===== src/rtl/dxg_pkg.sv =====
package dxg_pkg;

    typedef enum logic {
        MODE_DUPLEX  = 1'b0,
        MODE_TRIPLEX = 1'b1
    } mode_e;

    typedef enum logic [1:0] {
        UID_NONE = 2'b00,
        UID_A    = 2'b01,
        UID_B    = 2'b10,
        UID_C    = 2'b11
    } unit_id_e;

    typedef enum logic [2:0] {
        VD_CLEAN,
        VD_ESC_DATA,
        VD_ESC_SUM,
        VD_UNIT,
        VD_SELF
    } verdict_e;

    typedef struct packed {
        verdict_e kind;
        unit_id_e culprit;
    } verdict_t;

endpackage


===== src/rtl/dxg_settle_timer.sv =====
module dxg_settle_timer #(
    parameter int SCW = 4
) (
    input  logic           clk,
    input  logic           rst,
    input  logic           launch,
    input  logic [SCW-1:0] settle_cycles,
    input  logic           go_ok,
    output logic           busy,
    output logic           fire
);
    logic [SCW-1:0] remaining;

    assign fire = busy && (remaining == '0) && go_ok;

    always_ff @(posedge clk) begin
        if (rst) begin
            busy      <= 1'b0;
            remaining <= '0;
        end else if (!busy) begin
            if (launch) begin
                busy      <= 1'b1;
                remaining <= settle_cycles;
            end
        end else if (remaining != '0) begin
            remaining <= remaining - 1'b1;
        end else if (go_ok) begin
            busy <= 1'b0;
        end
    end

    // an idle launch loads the full allowance
    p_load_r2: assert property (@(posedge clk) disable iff (rst)
        (!busy && launch) |=> (busy && remaining == $past(settle_cycles)));

    // the allowance counts down one per cycle and cannot end early
    p_tick_r2: assert property (@(posedge clk) disable iff (rst)
        (busy && remaining != '0) |=> (busy && remaining == SCW'($past(remaining) - 1'b1)));

endmodule


===== src/rtl/dxg_vote_eval.sv =====
module dxg_vote_eval
    import dxg_pkg::*;
#(
    parameter int W   = 16,
    parameter int CKW = 4
) (
    input  mode_e          mode,
    input  logic [W-1:0]   a,
    input  logic [W-1:0]   b,
    input  logic [W-1:0]   c,
    input  logic [CKW-1:0] ref_sum,
    output verdict_t       verdict
);
    localparam int NSL = W / CKW;

    logic           ab, ac, bc;
    logic [W-1:0]   maj;
    logic [CKW-1:0] sum;
    logic           sum_ok;

    assign ab  = (a == b);
    assign ac  = (a == c);
    assign bc  = (b == c);
    assign maj = (mode == MODE_TRIPLEX && !ab && !ac) ? b : a;

    always_comb begin
        sum = '0;
        for (int i = 0; i < NSL; i++) sum = sum ^ maj[i*CKW +: CKW];
    end
    assign sum_ok = (sum == ref_sum);

    always_comb begin
        verdict.kind    = VD_CLEAN;
        verdict.culprit = UID_NONE;
        if (mode == MODE_DUPLEX) begin
            if (!ab)         verdict.kind = VD_ESC_DATA;
            else if (!sum_ok) verdict.kind = VD_ESC_SUM;
        end else if (ab && ac) begin
            verdict.kind = sum_ok ? VD_CLEAN : VD_SELF;
        end else if (!ab && !ac && !bc) begin
            verdict.kind = VD_SELF;
        end else if (!sum_ok) begin
            verdict.kind = VD_SELF;
        end else begin
            verdict.kind = VD_UNIT;
            if (ab)      verdict.culprit = UID_C;
            else if (ac) verdict.culprit = UID_B;
            else         verdict.culprit = UID_A;
        end
    end

endmodule


===== src/rtl/dx_guard.sv =====
module dx_guard
    import dxg_pkg::*;
#(
    parameter int W   = 16,
    parameter int CKW = 4,
    parameter int SCW = 4,
    parameter int ECW = 8
) (
    input  logic           clk,
    input  logic           rst,
    input  logic [SCW-1:0] settle_cycles,
    input  logic           launch,
    input  logic [W-1:0]   unit_a,
    input  logic           a_vld,
    input  logic [W-1:0]   unit_b,
    input  logic           b_vld,
    input  logic [W-1:0]   unit_c,
    input  logic           c_vld,
    input  logic [CKW-1:0] ref_sum,
    input  logic           ack,
    output logic           mode_tmr,
    output logic           disc_flag,
    output logic           self_flag,
    output logic           rec_req,
    output logic [1:0]     fault_id,
    output logic [ECW-1:0] good_cnt,
    output logic [ECW-1:0] bad_cnt
);
    localparam logic [ECW-1:0] CNT_MAX = {ECW{1'b1}};

    mode_e    mode;
    unit_id_e id_q;
    verdict_t vd;
    logic     go_ok, fire, busy, clr_cnt;

    assign go_ok    = a_vld && b_vld && (mode == MODE_DUPLEX || c_vld);
    assign clr_cnt  = fire && (vd.kind == VD_ESC_DATA || vd.kind == VD_ESC_SUM);
    assign mode_tmr = (mode == MODE_TRIPLEX);
    assign fault_id = id_q;

    dxg_settle_timer #(.SCW(SCW)) u_timer (
        .clk(clk), .rst(rst), .launch(launch), .settle_cycles(settle_cycles),
        .go_ok(go_ok), .busy(busy), .fire(fire)
    );

    dxg_vote_eval #(.W(W), .CKW(CKW)) u_eval (
        .mode(mode), .a(unit_a), .b(unit_b), .c(unit_c),
        .ref_sum(ref_sum), .verdict(vd)
    );

    function automatic logic [ECW-1:0] sat_inc(input logic [ECW-1:0] v);
        return (v == CNT_MAX) ? v : v + 1'b1;
    endfunction

    always_ff @(posedge clk) begin
        if (rst) begin
            mode      <= MODE_DUPLEX;
            id_q      <= UID_NONE;
            disc_flag <= 1'b0;
            self_flag <= 1'b0;
            rec_req   <= 1'b0;
            good_cnt  <= '0;
            bad_cnt   <= '0;
        end else begin
            if (fire) begin
                unique case (vd.kind)
                    VD_ESC_DATA: begin
                        disc_flag <= 1'b1;
                        mode      <= MODE_TRIPLEX;
                        good_cnt  <= '0;
                        bad_cnt   <= '0;
                    end
                    VD_ESC_SUM: begin
                        mode     <= MODE_TRIPLEX;
                        good_cnt <= '0;
                        bad_cnt  <= '0;
                    end
                    VD_UNIT: begin
                        rec_req <= 1'b1;
                        id_q    <= vd.culprit;
                        bad_cnt <= sat_inc(bad_cnt);
                    end
                    VD_SELF: begin
                        self_flag <= 1'b1;
                        rec_req   <= 1'b1;
                        id_q      <= UID_NONE;
                        bad_cnt   <= sat_inc(bad_cnt);
                    end
                    default: begin
                        if (mode == MODE_TRIPLEX) begin
                            good_cnt <= sat_inc(good_cnt);
                            if (!rec_req) mode <= MODE_DUPLEX;
                        end
                    end
                endcase
            end
            if (ack && rec_req) begin
                rec_req <= 1'b0;
                mode    <= MODE_DUPLEX;
            end
        end
    end

    // request holds without acknowledge
    p_req_hold_r9: assert property (@(posedge clk) disable iff (rst)
        (rec_req && !ack) |=> rec_req);

    // acknowledge releases the request and restores duplex mode
    p_ack_clear_r9: assert property (@(posedge clk) disable iff (rst)
        (rec_req && ack) |=> (!rec_req && !mode_tmr));

    // a pending request only exists in triplex mode
    p_req_triplex_r6: assert property (@(posedge clk) disable iff (rst)
        rec_req |-> mode_tmr);

    // flags are sticky
    p_disc_sticky_r10: assert property (@(posedge clk) disable iff (rst)
        disc_flag |=> disc_flag);
    p_self_sticky_r10: assert property (@(posedge clk) disable iff (rst)
        self_flag |=> self_flag);

    // saturated bad counter stays put unless a new episode clears it
    p_bad_sat_r11: assert property (@(posedge clk) disable iff (rst)
        (bad_cnt == CNT_MAX && !clr_cnt) |=> (bad_cnt == CNT_MAX));

endmodule


===== config.mk =====
export PLATFORM = sky130hd
export DESIGN_NAME = dx_guard
export DESIGN_NICKNAME = d
export VERILOG_FILES = /design/src/rtl/dxg_pkg.sv /design/src/rtl/dxg_settle_timer.sv /design/src/rtl/dxg_vote_eval.sv /design/src/rtl/dx_guard.sv
export SDC_FILE = /design/constraint.sdc
export NUM_CORES = 1
export LEC_CHECK = 0
export BUFFER_PORTS_ARGS = -buffer_cell sky130_fd_sc_hd__buf_2
export CAP_MARGIN = 20
export CORE_UTILIZATION = 50
export DETAILED_ROUTE_END_ITERATION = 8
export PLACE_DENSITY = 0.76
export SLEW_MARGIN = 20
export SYNTH_ARGS = -nofsm -noshare
export SYNTH_HDL_FRONTEND = slang
export SYNTH_HIERARCHICAL = 1
export SYNTH_SLANG_ARGS = --single-unit

===== constraint.sdc =====
create_clock -name clk -period 4.35 [get_ports clk]
set_clock_uncertainty 0.2 [all_clocks]
set_input_delay 0 -clock clk [delete_from_list [all_inputs] [get_ports clk]]
set_output_delay 0 -clock clk [all_outputs]
set_load 0.03 [all_outputs]

[After elaboration in Yosys (flattened, before gate mapping)]
Cells that the tools add are included.
Storage, ports and cells
  register bits after elaboration: 27
  bits of input ports: 63
  output and inout port bits: 22
  word-level logic and storage cells: 91
Cells by class
  add/sub/neg operators: 3
  equal/unequal tests: 13
  mux-type cells: 30
  bitwise gates (word level): 5
  reductions and logical operators: 31
Operator list (count)
  16-bit == test: 3
  8-bit case mux with 2 select lines: 2
  8-bit 2-to-1 mux: 3
  3-bit 2-to-1 mux: 6
  8-bit by 1-bit adder with 8-bit output (second input constant): 2
  8-bit == test (second input constant): 2
  16-bit 2-to-1 mux: 1
  2-bit 2-to-1 mux: 7
  4-bit 2-to-1 mux: 3
  2-bit AND reduction: 6
  4-bit XOR: 3
  1-bit logical AND: 10
  2-bit nonzero test: 4
  3-bit by 2-bit == test with 1-bit output (second input constant): 2
  1-bit 2-to-1 mux: 6
  2-bit != test (second input constant): 3
  2-bit OR reduction: 3
  4-bit == test: 1
  4-bit logical NOT: 1
  2-bit case mux with 2 select lines: 1
  4-bit AND reduction: 1
  4-bit nonzero test: 1
  4-bit by 1-bit subtractor with 4-bit output (second input constant): 1
  3-bit by 1-bit == test with 1-bit output (second input constant): 1
  6 further kinds: 9

[Logic depth before layout (Yosys ltp)]
  depth in word-level cells: 17
  gate-level depth with buffers: 14

[Cells and area by module]
Netlist, hierarchy kept.
By module, submodules not included
  dx_guard: times used 1, cells each 144, area each 1184.9 µm², seq. area each 440.4 µm²
  dxg_vote_eval: times used 1, cells each 133, area each 1017.2 µm², seq. area each 0.0 µm²
  dxg_settle_timer: times used 1, cells each 40, area each 346.6 µm², seq. area each 100.1 µm²

[Worst setup path before layout]
No wires, ideal clock.
  path type: register to register
  from: reg mode, in the netlist mode_tmr
  to: reg good_cnt[4]
  setup time: 0.070 ns
  data arrival time: 3.131 ns
  required time: 4.080 ns
  setup slack: 0.949 ns
  cell stages (with the launch flop): 13
  path buffers: 2
  period minus slack after synthesis: 3.401 ns
  cell sequence: dfxtp_1 o41ai_2 buf_6 a211o_2 nand2_1 and4_4 a21boi_2 a21oi_1 nor3b_1 or3_4 buf_6 or4_1 a21oi_1
RTL lines
  start, declared: line dx_guard.sv:31  | mode_e mode;
  start signal, assigned: line dx_guard.sv:57  | mode <= MODE_DUPLEX;
  start signal, assigned: line dx_guard.sv:69  | mode <= MODE_TRIPLEX;
  start signal, assigned: line dx_guard.sv:74  | mode <= MODE_TRIPLEX;
  end signal, assigned: line dx_guard.sv:91  | good_cnt <= sat_inc(good_cnt);
  end, declared: line dx_guard.sv:26  | output logic [ECW-1:0] good_cnt,

==> flow_summary.json <==
{
  "status": "complete, no violations",
  "fp.dieW_um": 73.4,
  "hold_viol_final": 0,
  "cts_tree": "done",
  "ir_worst_vdd_mv": 0.114,
  "synth_nets": 384,
  "diodes": 0,
  "viasPerCell": 5.53,
  "pin_count": 85,
  "ctsHtreeMaxLevel": 1,
  "syn-instance-count": 317,
  "grt_use_total_pct": 23.0,
  "ctsLongestPathBuffers": 2,
  "critPathKind": "primary input to flip-flop",
  "vias": 2637,
  "yosysSeqAreaShare_pct": 21.2,
  "worst_slew_pin_slew_ns": 0.808,
  "drive_above_1_share_pct": 25.1,
  "critical-path-max-stage-delay_ns": 0.66,
  "min_path_type": "primary input to flip-flop",
  "async_reset_ff_share_pct": 0,
  "setup_viol_count_final": 0,
  "grt_max_degree": 20,
  "cp.arrival_ns": 3.66,
  "drt-pass1-iter-count": 4,
  "dieArea_mm2": 0.00539,
  "syn_area_per_cell_um2": 8.04,
  "area_growth_pct": 24.3,
  "io_buffers": 84,
  "rows": 25,
  "wl_per_cell_um": 13.1,
  "grt_overflow": 0,
  "drt-total-wl_mm": 6.27,
  "p_leak_nw": 1.24,
  "netlist_area_mm2": 0.00255,
  "slew_viol_final": 0,
  "wl_met3_um": 262,
  "synth_edf_count": 0,
  "critical-path-slowest-cell": "nor4_4",
  "fmaxAchievable_ghz": 0.276,
  "path_max_fanout": 12,
  "die-height_um": 73.4,
  "core_mm2": 0.00482,
  "drt_iter0_markers": 92,
  "grt_pass1_vias": 2298,
  "setup_tns_ns": 0,
  "drc": 0,
  "clkLatencyLatePin_ns": 0.28,
  "wl_met1_mm": 2.93,
  "gp_congestion": 0.866,
  "cp-end-kind": "flip-flop",
  "synthTopCellsByArea": "xnor2_1, dfxtp_1, nand2_1",
  "final_antenna_net_count": 0,
  "yosys_warnings": 6,
  "holdWs_ns": 0.0476,
  "topRoutingLayerUsed": "met4",
  "crit_chain": "buf_2 -> xnor2_1 -> nand4_1 -> nor4_4 -> a211o_1 -> nand2_1 -> and4_4 -> a21boi_2 -> a21oi_1 -> or3b_2 -> nand3_1 -> o21ai_0 -> a221oi_1 -> dlygate4sd3_1",
  "antenna_found_initial": 0,
  "ys_types": 64,
  "start_kind": "primary input",
  "numCtsBuffers": 3,
  "dp_hpwl_mm": 4.91,
  "synthFlopType": "dfxtp_1",
  "nNetsFinal": 478,
  "synth-seq-cells": 27,
  "start_util_pct": 52.9,
  "yosys-top-cells-count": "xnor2_1, nand2_1, dfxtp_1",
  "synthDominantCellAreaShare_pct": 22.0,
  "wl_met2_mm": 2.99,
  "post-route-min-period_ns": 3.63,
  "pwr_density_cell_mw_per_mm2": 195,
  "root_buffer": "clkbuf_8",
  "grt_pass1_wl_mm": 9.96,
  "cap_violations": 0,
  "layout_worst_path_cycle_share_pct": 83.4,
  "rsz0062_at_grt": "false",
  "cp.required_ns": 4.38,
  "clock_sinks": 27,
  "synth.most_common_cell": "xnor2_1",
  "relSlewSlack_pct": 45.7,
  "yosys.area.top_type": "xnor2_1",
  "p_total_mw": 0.618,
  "clk_pin_slew_worst_paths_ns": 0.09,
  "utilization_pct": 65.7
}
## power by group
group          total, mW  internal [mW]  switching (mW)
clock network      0.144         0.0643          0.0801
logic              0.214          0.108           0.105
registers          0.260          0.253         0.00733
total              0.618          0.426           0.193
## cells in the final DEF, fill, tap and decap left out, drive strengths merged, types with 2 or more instances in the layout
| master | n |
|---|---|
| nor3b | 2 |
| xnor2 | 64 |
| dlygate4sd3 | 11 |
| o31ai | 4 |
| or3 | 4 |
| nand3b | 3 |
| a221oi | 2 |
| nor4 | 5 |
| or2 | 5 |
| o41ai | 2 |
| o311ai | 3 |
| o22ai | 4 |
| and2 | 7 |
| o211ai | 6 |
| nand3 | 14 |
| clkbuf | 3 |
| and3 | 3 |
| or4 | 6 |
| nor3 | 6 |
| nor2 | 12 |
| and3b | 2 |
| ha | 4 |
| a21oi | 16 |
| nand4 | 15 |
| xor2 | 10 |
| dfxtp | 27 |
| a211oi | 2 |
| and4 | 2 |
| o21ai | 11 |
| nand2 | 28 |
| a31oi | 3 |
| nand2b | 3 |
| a211o | 5 |
| buf | 86 |
| a21boi | 3 |
| inv | 12 |
## path summary, 6_finish.rpt
check	startpoint	endpoint	slack (ns)	depth (start not counted)
min	b_vld	u_timer/busy	0.05	5
min reg2reg	fault_id[1]	fault_id[1]	0.27	2
max	unit_a[2]	mode_tmr	0.72	14
max reg2reg	mode_tmr	mode_tmr	0.76	12
## registers in the layout, indices dropped and copies added, names as in the netlist
signal	flops
bad_cnt	8
u_timer/remaining	4
mode_tmr	1
self_flag	1
fault_id	2
disc_flag	1
good_cnt	8
rec_req	1
u_timer/busy	1
## area by class of cell
cell class,instances,area [µm²]
clock buffers,3,41.3
clock inverters,1,5.00
fillers,435,1650
inverters,12,45.0
multi-input cells,270,1910
flip-flops and latches,27,541
well taps,67,83.8
repair buffers,97,546
## metal layers
layer | GRT usage, % | vias up
met4 | 6.41 | 0
met2 | 40.5 | 80
li1 | - | 1346
met3 | 2.61 | 9
met5 | 0 | -
met1 | 29.5 | 1202
## critical path, delay by kind of cell
family,cells,cell delay [ns]
xor+xnor,1,0.18
compound gates,5,0.93
buf+inv,2,0.71
simple gates,6,1.82
## cell families (layout without fill, tap and decap cells)
logic type	after synthesis	after routing	share of synthesized area, %
AO/OA/AOI/OAI	67	67	18.2
XOR/XNOR	74	74	25.4
adder cells (fa/ha/maj)	4	4	1.96
buffers and inverters	20	113	4.03
flip-flops	27	27	21.2
multiplexers	2	2	0.835
AND/OR/NAND/NOR	123	123	28.4
## stage by stage
step	setup slack, ns	cells	instance area (µm²)
after floorplan	0.949	317	2550
after global placement	0.679	462	3010
after detailed placement	0.550	462	3010
after CTS	0.753	477	3170
after global routing	0.389	477	3170
final	0.722	477	3170
## repair_timing
item	CTS	global route
hold buffers	11	0
resized for setup	0	0
setup buffers	0	0
endpoints found under the hold margin	14	0
Note: power is estimated with default switching activity, not from simulation.
